[src/rtl/lcdbus_pkg.sv]
package lcdbus_pkg;

  typedef enum logic [1:0] {
    PH_IDLE = 2'd0,
    PH_ADDR = 2'd1,
    PH_STRB = 2'd2,
    PH_DONE = 2'd3
  } lcd_phase_e;

  function automatic logic phase_active(input lcd_phase_e ph);
    return (ph == PH_ADDR) || (ph == PH_STRB);
  endfunction

endpackage

[src/rtl/lcdbus_phase_timer.sv]
module lcdbus_phase_timer #(
  parameter int CNT_W = 4
) (
  input  logic             clk,
  input  logic             rst_n,
  input  logic             load,
  input  logic [CNT_W-1:0] load_val,
  output logic             last
);
  localparam logic [CNT_W-1:0] ONE = CNT_W'(1);

  logic [CNT_W-1:0] cnt_q;
  logic [CNT_W-1:0] eff_val;

  // a zero length is stretched to one clock
  assign eff_val = (load_val == '0) ? ONE : load_val;

  always_ff @(posedge clk or negedge rst_n) begin
    if (!rst_n) begin
      cnt_q <= '0;
    end else if (load) begin
      cnt_q <= eff_val;
    end else if (cnt_q != '0) begin
      cnt_q <= cnt_q - ONE;
    end
  end

  assign last = (cnt_q == ONE);
endmodule

[src/rtl/lcdbus_seq.sv]
module lcdbus_seq
  import lcdbus_pkg::*;
#(
  parameter int CNT_W = 4
) (
  input  logic             clk,
  input  logic             rst_n,
  input  logic             req_valid,
  input  logic             rsp_ready,
  input  logic [CNT_W-1:0] cfg_addr_setup,
  input  logic [CNT_W-1:0] cfg_data_setup,
  input  logic             tmr_last,
  output logic             accept,
  output logic             strobe_end,
  output logic             tmr_load,
  output logic [CNT_W-1:0] tmr_val,
  output lcd_phase_e       phase_q,
  output lcd_phase_e       phase_d
);
  logic [CNT_W-1:0] dsu_q;

  always_comb begin
    phase_d    = phase_q;
    accept     = 1'b0;
    strobe_end = 1'b0;
    tmr_load   = 1'b0;
    tmr_val    = cfg_addr_setup;
    unique case (phase_q)
      PH_IDLE: begin
        if (req_valid) begin
          accept   = 1'b1;
          tmr_load = 1'b1;
          tmr_val  = cfg_addr_setup;
          phase_d  = PH_ADDR;
        end
      end
      PH_ADDR: begin
        if (tmr_last) begin
          tmr_load = 1'b1;
          tmr_val  = dsu_q;
          phase_d  = PH_STRB;
        end
      end
      PH_STRB: begin
        if (tmr_last) begin
          strobe_end = 1'b1;
          phase_d    = PH_DONE;
        end
      end
      PH_DONE: begin
        if (rsp_ready) phase_d = PH_IDLE;
      end
      default: phase_d = PH_IDLE;
    endcase
  end

  always_ff @(posedge clk or negedge rst_n) begin
    if (!rst_n) begin
      phase_q <= PH_IDLE;
      dsu_q   <= '0;
    end else begin
      phase_q <= phase_d;
      if (accept) dsu_q <= cfg_data_setup;
    end
  end
endmodule

[src/rtl/lcdbus_datapath.sv]
module lcdbus_datapath #(
  parameter int DATA_W = 16
) (
  input  logic              clk,
  input  logic              rst_n,
  input  logic              accept,
  input  logic              capture,
  input  logic              req_read,
  input  logic              req_dc,
  input  logic [DATA_W-1:0] req_wdata,
  input  logic [DATA_W-1:0] bus_in,
  output logic              op_read_q,
  output logic              dc_q,
  output logic [DATA_W-1:0] word_q,
  output logic [DATA_W-1:0] rdata_q
);
  always_ff @(posedge clk or negedge rst_n) begin
    if (!rst_n) begin
      op_read_q <= 1'b0;
      dc_q      <= 1'b1;
      word_q    <= '0;
      rdata_q   <= '0;
    end else begin
      if (accept) begin
        op_read_q <= req_read;
        dc_q      <= req_dc;
        word_q    <= req_wdata;
      end
      if (capture) rdata_q <= bus_in;
    end
  end
endmodule

[src/rtl/lcdbus_master.sv]
module lcdbus_master
  import lcdbus_pkg::*;
#(
  parameter int DATA_W = 16,
  parameter int CNT_W  = 4
) (
  input  logic              clk,
  input  logic              rst_n,
  input  logic              req_valid,
  output logic              req_ready,
  input  logic              req_read,
  input  logic              req_dc,
  input  logic [DATA_W-1:0] req_wdata,
  input  logic [CNT_W-1:0]  cfg_addr_setup,
  input  logic [CNT_W-1:0]  cfg_data_setup,
  output logic              rsp_valid,
  input  logic              rsp_ready,
  output logic [DATA_W-1:0] rsp_rdata,
  output logic              busy,
  output logic              lcd_cs_n,
  output logic              lcd_wr_n,
  output logic              lcd_rd_n,
  output logic              lcd_dc,
  output logic [DATA_W-1:0] lcd_dq_o,
  output logic              lcd_dq_oe,
  input  logic [DATA_W-1:0] lcd_dq_i
);
  lcd_phase_e       phase_q, phase_d;
  logic             accept, strobe_end, tmr_load, tmr_last;
  logic [CNT_W-1:0] tmr_val;
  logic             op_read_q, dc_q, capture;
  logic [DATA_W-1:0] word_q, rdata_q;

  lcdbus_seq #(.CNT_W(CNT_W)) u_seq (
    .clk            (clk),
    .rst_n          (rst_n),
    .req_valid      (req_valid),
    .rsp_ready      (rsp_ready),
    .cfg_addr_setup (cfg_addr_setup),
    .cfg_data_setup (cfg_data_setup),
    .tmr_last       (tmr_last),
    .accept         (accept),
    .strobe_end     (strobe_end),
    .tmr_load       (tmr_load),
    .tmr_val        (tmr_val),
    .phase_q        (phase_q),
    .phase_d        (phase_d)
  );

  lcdbus_phase_timer #(.CNT_W(CNT_W)) u_timer (
    .clk      (clk),
    .rst_n    (rst_n),
    .load     (tmr_load),
    .load_val (tmr_val),
    .last     (tmr_last)
  );

  // sample the bus on the edge that ends the read strobe
  assign capture = strobe_end && op_read_q;

  lcdbus_datapath #(.DATA_W(DATA_W)) u_dp (
    .clk       (clk),
    .rst_n     (rst_n),
    .accept    (accept),
    .capture   (capture),
    .req_read  (req_read),
    .req_dc    (req_dc),
    .req_wdata (req_wdata),
    .bus_in    (lcd_dq_i),
    .op_read_q (op_read_q),
    .dc_q      (dc_q),
    .word_q    (word_q),
    .rdata_q   (rdata_q)
  );

  // pin controls come straight from flops, decoded from the next phase
  logic op_nx, act_nx;
  logic cs_n_q, wr_n_q, rd_n_q, oe_q, busy_q;

  assign op_nx  = accept ? req_read : op_read_q;
  assign act_nx = phase_active(phase_d);

  always_ff @(posedge clk or negedge rst_n) begin
    if (!rst_n) begin
      cs_n_q <= 1'b1;
      wr_n_q <= 1'b1;
      rd_n_q <= 1'b1;
      oe_q   <= 1'b0;
      busy_q <= 1'b0;
    end else begin
      cs_n_q <= !act_nx;
      wr_n_q <= !((phase_d == PH_STRB) && !op_nx);
      rd_n_q <= !((phase_d == PH_STRB) && op_nx);
      oe_q   <= act_nx && !op_nx;
      busy_q <= act_nx;
    end
  end

  assign req_ready = (phase_q == PH_IDLE);
  assign rsp_valid = (phase_q == PH_DONE);
  assign rsp_rdata = rdata_q;
  assign busy      = busy_q;
  assign lcd_cs_n  = cs_n_q;
  assign lcd_wr_n  = wr_n_q;
  assign lcd_rd_n  = rd_n_q;
  assign lcd_dc    = dc_q;
  assign lcd_dq_o  = word_q;
  assign lcd_dq_oe = oe_q;
endmodule

[config.mk]
export PLATFORM = sky130hd
export DESIGN_NAME = lcdbus_master
export DESIGN_NICKNAME = d
export VERILOG_FILES = /design/src/rtl/lcdbus_pkg.sv /design/src/rtl/lcdbus_phase_timer.sv /design/src/rtl/lcdbus_seq.sv /design/src/rtl/lcdbus_datapath.sv /design/src/rtl/lcdbus_master.sv
export SDC_FILE = /design/constraint.sdc
export NUM_CORES = 1
export LEC_CHECK = 0
export BUFFER_PORTS_ARGS = -buffer_cell sky130_fd_sc_hd__buf_4
export CAP_MARGIN = 20
export CORE_MARGIN = 2
export CORE_UTILIZATION = 45
export DETAILED_ROUTE_END_ITERATION = 6
export HOLD_SLACK_MARGIN = 0.05
export PLACE_DENSITY = 0.71
export SYNTH_ARGS = -nofsm -noshare
export SYNTH_HDL_FRONTEND = slang
export SYNTH_SLANG_ARGS = --single-unit
export TNS_END_PERCENT = 20
[constraint.sdc]
create_clock -name clk -period 4.3 [get_ports clk]
set_input_delay 0.645 -clock clk [delete_from_list [all_inputs] [get_ports clk]]
set_output_delay 0.645 -clock clk [all_outputs]
set_load 0.005 [all_outputs]
==> flow_metrics.tcl, run 1 <==
set metrics [dict create \
    status "finished clean" \
    arrival_ps 2430 \
    syn2layout_area_growth_pct 36.66 \
    final_hold_viol_count 0 \
    slew_viol_final 0 \
    yosys_warnings 0 \
    finalNonFillerCells 332 \
    yosysSeqAreaShare_pct 58.85 \
    p_clk_share_pct 16.0 \
    cts.clk_slew.worst_paths_ps 90 \
    setup-violations-final 0 \
    insertion_delay_ps 290 \
    place_ws_ps 2063 \
    fin_tns_setup_ps 0 \
    cts_setup_buffers 0 \
    synth_area_per_cell_um2 10.78 \
    cts_resized 0 \
    critPathLaunchType "register" \
    max_cap_violations 0 \
    worst_slew_pin_slew_ps 756.4 \
    fmax_mhz 445.4 \
    rows 24 \
    fin_crit_ps 2245 \
    combPwrFrac_pct 38.6 \
    ant_nets 0 \
    worstPathRequired_ps 4480 \
    p_leak_nw 1.529 \
    syn_inst 194 \
    max_slew_margin_pct 49.45 \
    place_hpwl_um 3257 \
    yosys_register_bits 49 \
    core_area_um2 4414 \
    peakVddDrop_uv 287.7 \
    cts_buffers 5 \
    drc 0 \
    grt_overflow 0 \
    grt_pass1_vias 1630 \
    postLayoutCoreUtil_pct 64.77 \
    cts_tree "done" \
    switching_share_pct 32.44 \
    clk_path_buf_depth 2 \
    antenna_cells 0 \
    p_seq_share_pct 45.4 \
    root_buffer "clkbuf_8" \
    placed_cells 324 \
    p_int_mw 1.243 \
    io_buffers 85 \
    nets 328 \
    cp_max_fo 16 \
    worstSetupPathType "register to register" \
    avgViaCountPerCell 4.864 \
    rsz0062_at_grt "no" \
    route.vias.total 1615 \
    grt_use_total_pct 18.07 \
    chipHeight_um 72.18 \
    p_switching_mw 0.5967 \
    drt-wirelength-per-cell_um 13.34 \
    finalCritPeriodShare_pct 52.21 \
    clock_sinks 49 \
    hp-class "input port to asynchronous set/reset pin" \
    drt_pre_antenna_iters 4 \
    first_iter_violations 108 \
    finalWirelength_um 4428 \
    htree_levels 2 \
    synth_fp_nets 243 \
    cts_hold_buf 0 \
    drive_gt1_share_pct 43.57 \
    skew_ps 2.159 \
    grt_max_degree 50 \
    synthesis.area_um2 2092 \
    ioPinCount 86 \
    start_util_pct 47.39 \
    fin_ws_ps 2055 \
    die_x_um 72.18 \
    crit_path_end_kind "register" \
    grt_pass1_wl_um 7383 \
    ys_types 32 \
    routabilityCongestion 0.8805 \
    die-area_um2 5210 \
    antenna_found_initial 0 \
    p_per_area_nw_per_um2 643.4 \
]
layer usage:
layer | global-route usage (%) | vias up | wire length (µm)
li1 | - | 801 | -
met1 | 22.60 | 767 | 1849
met2 | 31.19 | 40 | 2316
met3 | 3.611 | 7 | 185
met4 | 6.289 | 0 | 76
met5 | 0 | - | 0
synthesized netlist by cell type:
cell       instances  area, µm²
o21ai_0            3      15.01
nor2_1             7      26.28
o21bai_1           1      7.510
a2111oi_0          2      17.52
nor3b_2            1      12.51
nor3_4             1      16.27
or3b_2             1      8.760
clkbuf_1           5      18.77
mux2i_1            1      10.01
o22ai_1            1      6.260
nand2_1           73      274.0
a21oi_1            4      20.02
nor4b_4            1      23.77
inv_1              5      18.77
dfstp_2            4      105.1
mux2_2            18      202.7
or3b_4             1      11.26
buf_6              1      11.26
a211oi_2           1      12.51
o31ai_1            1      7.510
nor2b_1            1      6.260
ha_1               3      37.54
and3_1             1      6.260
a22o_1             2      17.52
nor3_1             3      15.01
a211oi_1           2      15.01
buf_8              1      15.01
nand2b_1           1      6.260
dfrtp_1           45       1126
o32ai_1            1      8.760
buf_1              1      3.750
xnor2_1            1      8.760
flip-flops by register name (all words and copies together), names as in the netlist:
name,cells
lcd_cs_n,1
u_seq.dsu_q,4
lcd_dq_oe,1
lcd_wr_n,1
u_dp.word_q,16
busy,1
u_seq.phase_q,2
u_timer.cnt_q,4
u_dp.dc_q,1
u_dp.rdata_q,16
lcd_rd_n,1
u_dp.op_read_q,1
worst max-delay path, stage by stage, from the launching register on:
cell and delay [ps]:
dfrtp_1 400, inv_1 110, ha_1 180, or3b_4 420, nor3_4 620, mux2_2 410
metrics by stage:
step | power, mW | instance area, µm² | hold WS, ps
2_1_floorplan | 1.188 | 2092 | 349.4
3_3_place_gp | 1.545 | 2754 | 448.7
3_5_place_dp | 1.562 | 2754 | 453.5
4_1_cts | 1.867 | 2859 | 374.2
5_1_grt | 1.986 | 2859 | 392.0
6_report | 1.840 | 2859 | 354.1
cell usage in the layout (no fill, tap or decap), types with 2 or more instances in the layout:
cell,n
ha_1,3
inv_1,5
dfrtp_1,45
o21ai_0,3
nor3_1,3
nand2_1,73
buf_4,86
a22o_1,2
mux2_2,18
a211oi_1,2
nor2_1,7
a2111oi_0,2
a21oi_1,4
dfstp_2,4
clkbuf_8,7
kinds of logic (layout without fill, tap and decap cells):
family                     count (synthesis)  in the layout  synth area share [%]
xor gates and xnor gates                   1              1                0.4187
buffers and inverters                     13             99                 3.229
adders and majority gates                  3              3                 1.794
DFF                                       49             49                 58.85
AOI/OAI and AO/OA                         18             18                 6.101
and+or+nand+nor                           91             91                 19.44
muxes                                     19             19                 10.17
path summary, 6_finish.rpt:
check                      cells after the start  slack (ps)               to             start
max                                            5        2050  u_dp.rdata_q[8]  u_timer.cnt_q[1]
min                                            1         350  u_dp.word_q[14]             rst_n
max reg2reg                                    5        2050  u_dp.rdata_q[8]  u_timer.cnt_q[1]
min reg2reg                                    2         460        u_dp.dc_q         u_dp.dc_q
max in group asynchronous                      1        3540  u_dp.rdata_q[3]             rst_n
min in group clk                               2         460        u_dp.dc_q         u_dp.dc_q
power by group through the flow:
stage / Sequential (mW) / Clock, mW / Combinational (mW)
final: 0.835 / 0.295 / 0.709
after global routing: 0.867 / 0.323 / 0.796
after detailed placement: 0.841 / 0 / 0.722
after floorplan: 0.816 / 0 / 0.371
after global placement: 0.840 / 0 / 0.706
after CTS: 0.836 / 0.308 / 0.723
final cells by class:
cell class | count | area, µm²
Sequential cell | 49 | 1231
Clock inverter | 1 | 8.758
Tap cell | 52 | 65.06
Clock buffer | 7 | 96.34
Multi-Input combinational cell | 132 | 793.3
Inverter | 5 | 18.77
Fill cell | 364 | 1555
Timing Repair Buffer | 86 | 645.6
Note: power is estimated with default switching activity, not from simulation.
==> run 2, diff against run 1 <==
CORE_UTILIZATION = 43   (was 45)
clock period = 1.8 ns   (was 4.3 ns; I/O delays follow)
==> flow_metrics.tcl, run 2 (same netlist as run 1, synthesis figures left out) <==
set metrics [dict create \
    finalWirelength_um 5132 \
    fmax_mhz 539.6 \
    cts_tree "done" \
    max_slew_margin_pct 60.13 \
    wl_met3_um 254 \
    first_iter_violations 117 \
    avgViaCountPerCell 4.866 \
    grt_pass1_vias 1660 \
    cts.clk_slew.worst_paths_ps 80 \
    worst_slew_pin_slew_ps 598.1 \
    cts_buffers 5 \
    final_cell_mix "buf_4 (106), nand2_1 (73), dfrtp_1 (45)" \
    violations "negative setup slack" \
    routabilityCongestion 0.7733 \
    setup-violations-final 16 \
    die-area_um2 5439 \
    htree_levels 2 \
    fin_crit_ps 1853 \
    start_util_pct 44.59 \
    syn2layout_area_growth_pct 50.00 \
    fin_ws_ps -53.30 \
    rsz0062_at_grt "yes" \
    route.vias.total 1737 \
    status "finished, violations left" \
    grt_max_degree 50 \
    slew_viol_final 0 \
    io_buffers 85 \
    die_x_um 73.75 \
    wl_met1_um 2215 \
    drt_pre_antenna_iters 4 \
    final_hold_viol_count 0 \
    grt_use_total_pct 18.94 \
    maxUsedRoutingLayer "met4" \
    dr_wl_met2_um 2537 \
    p_per_area_nw_per_um2 1529 \
    core_area_um2 4692 \
    finalNonFillerCells 357 \
    grt_overflow 0 \
    hp-class "input port to register" \
    peakVddDrop_uv 755.7 \
    ant_nets 0 \
    skew_ps 5.541 \
    worstPathRequired_ps 1990 \
    final_area_um2 3138 \
    placed_area_um2 2939 \
    nets 351 \
    finalCritPeriodShare_pct 103.0 \
    arrival_ps 2040 \
    drc 0 \
    placed_cells 342 \
    final_common_cell "buf_4" \
    crit_path_end_kind "register" \
    clk_path_buf_depth 2 \
    cp_max_fo 8 \
    place_ws_ps -94.84 \
    grt_pass1_wl_um 7790 \
    path_cells "inv_2, ha_4, or3b_4, nor3_4, buf_6, mux2_4" \
    chipHeight_um 73.75 \
    antenna_found_initial 0 \
    max_cap_violations 0 \
    critPathLaunchType "register" \
    clock_sinks 49 \
    root_buffer "clkbuf_8" \
    drive_gt1_share_pct 48.51 \
    worstSetupPathType "register to register" \
    ioPinCount 86 \
    p_leak_nw 1.657 \
    top_regs "u_dp.rdata_q x16, u_dp.word_q x16" \
    antenna_cells 0 \
    place_hpwl_um 3572 \
    cp_slowest_cell "dfrtp_1" \
    rows 25 \
    drt-wirelength-per-cell_um 14.38 \
    insertion_delay_ps 300 \
    critPathMaxStageDelay_ps 400 \
]
run 2: repair_timing:
| item | 4_1_cts | 5_1_grt |
|---|---|---|
| gates cloned | 1 | 0 |
| hold buffers | 1 | 0 |
| buffers inserted | 2 | 5 |
| pin swaps | 1 | 5 |
| setup endpoints to repair | 18 | 19 |
| hold endpoints to repair | 45 | 0 |
| gates resized for setup | 5 | 12 |
run 2: layout make-up:
class / instances / area (µm²)
Fill cell: 386 / 1554
Sequential cell: 49 / 1231
Multi-Input combinational cell: 132 / 907.1
Timing Repair Buffer: 109 / 828.3
Clock buffer: 7 / 76.32
Tap cell: 54 / 67.56
Inverter: 5 / 18.77
Clock inverter: 1 / 8.758
run 2: final timing paths:
| kind | start | to | slack [ps] | cells after the start |
|---|---|---|---|---|
| setup / recovery | u_timer.cnt_q[1] | u_dp.rdata_q[13] | -50 | 6 |
| min in group asynchronous | rst_n | u_dp.rdata_q[7] | 520 | 2 |
| setup reg to reg | u_timer.cnt_q[1] | u_dp.rdata_q[13] | -50 | 6 |
| hold / removal | req_wdata[5] | u_dp.word_q[5] | 160 | 3 |
| hold reg to reg | u_dp.dc_q | u_dp.dc_q | 460 | 2 |
| max in group asynchronous | rst_n | u_dp.word_q[12] | 870 | 2 |
run 2: layer usage:
metal	vias to the layer above	track usage, %
li1	853	-
met1	816	25.11
met2	56	29.27
met3	12	4.664
met4	0	8.687
met5	-	0
run 2: where the power goes:
group / leakage (nW) / internal [mW] / switching, mW / total (mW)
Combinational: 1.00 / 1.30 / 0.924 / 2.23
Clock: 0.0424 / 0.278 / 0.350 / 0.628
Sequential: 0.615 / 1.63 / 0.318 / 1.95
run 2: through the flow:
step	hold slack (ps)	TNS, ps	utilization (%)	total power, mW
after floorplan	-25.59	-1347	-	2.915
after global placement	321.9	-394.8	62.64	3.967
after detailed placement	318.7	-974.3	62.64	4.032
after CTS	148.4	-578.2	66.13	4.714
after global routing	152.3	-1722	66.88	5.144
final	155.3	-755.2	66.88	4.799
run 2: worst max-delay path, delay by kind of cell, from the launching register on:
family        cells  cell delay (ps)
mux               1              310
flops             1              400
fa+ha+maj         1              130
simple gates      2              610
buf+inv           2              290
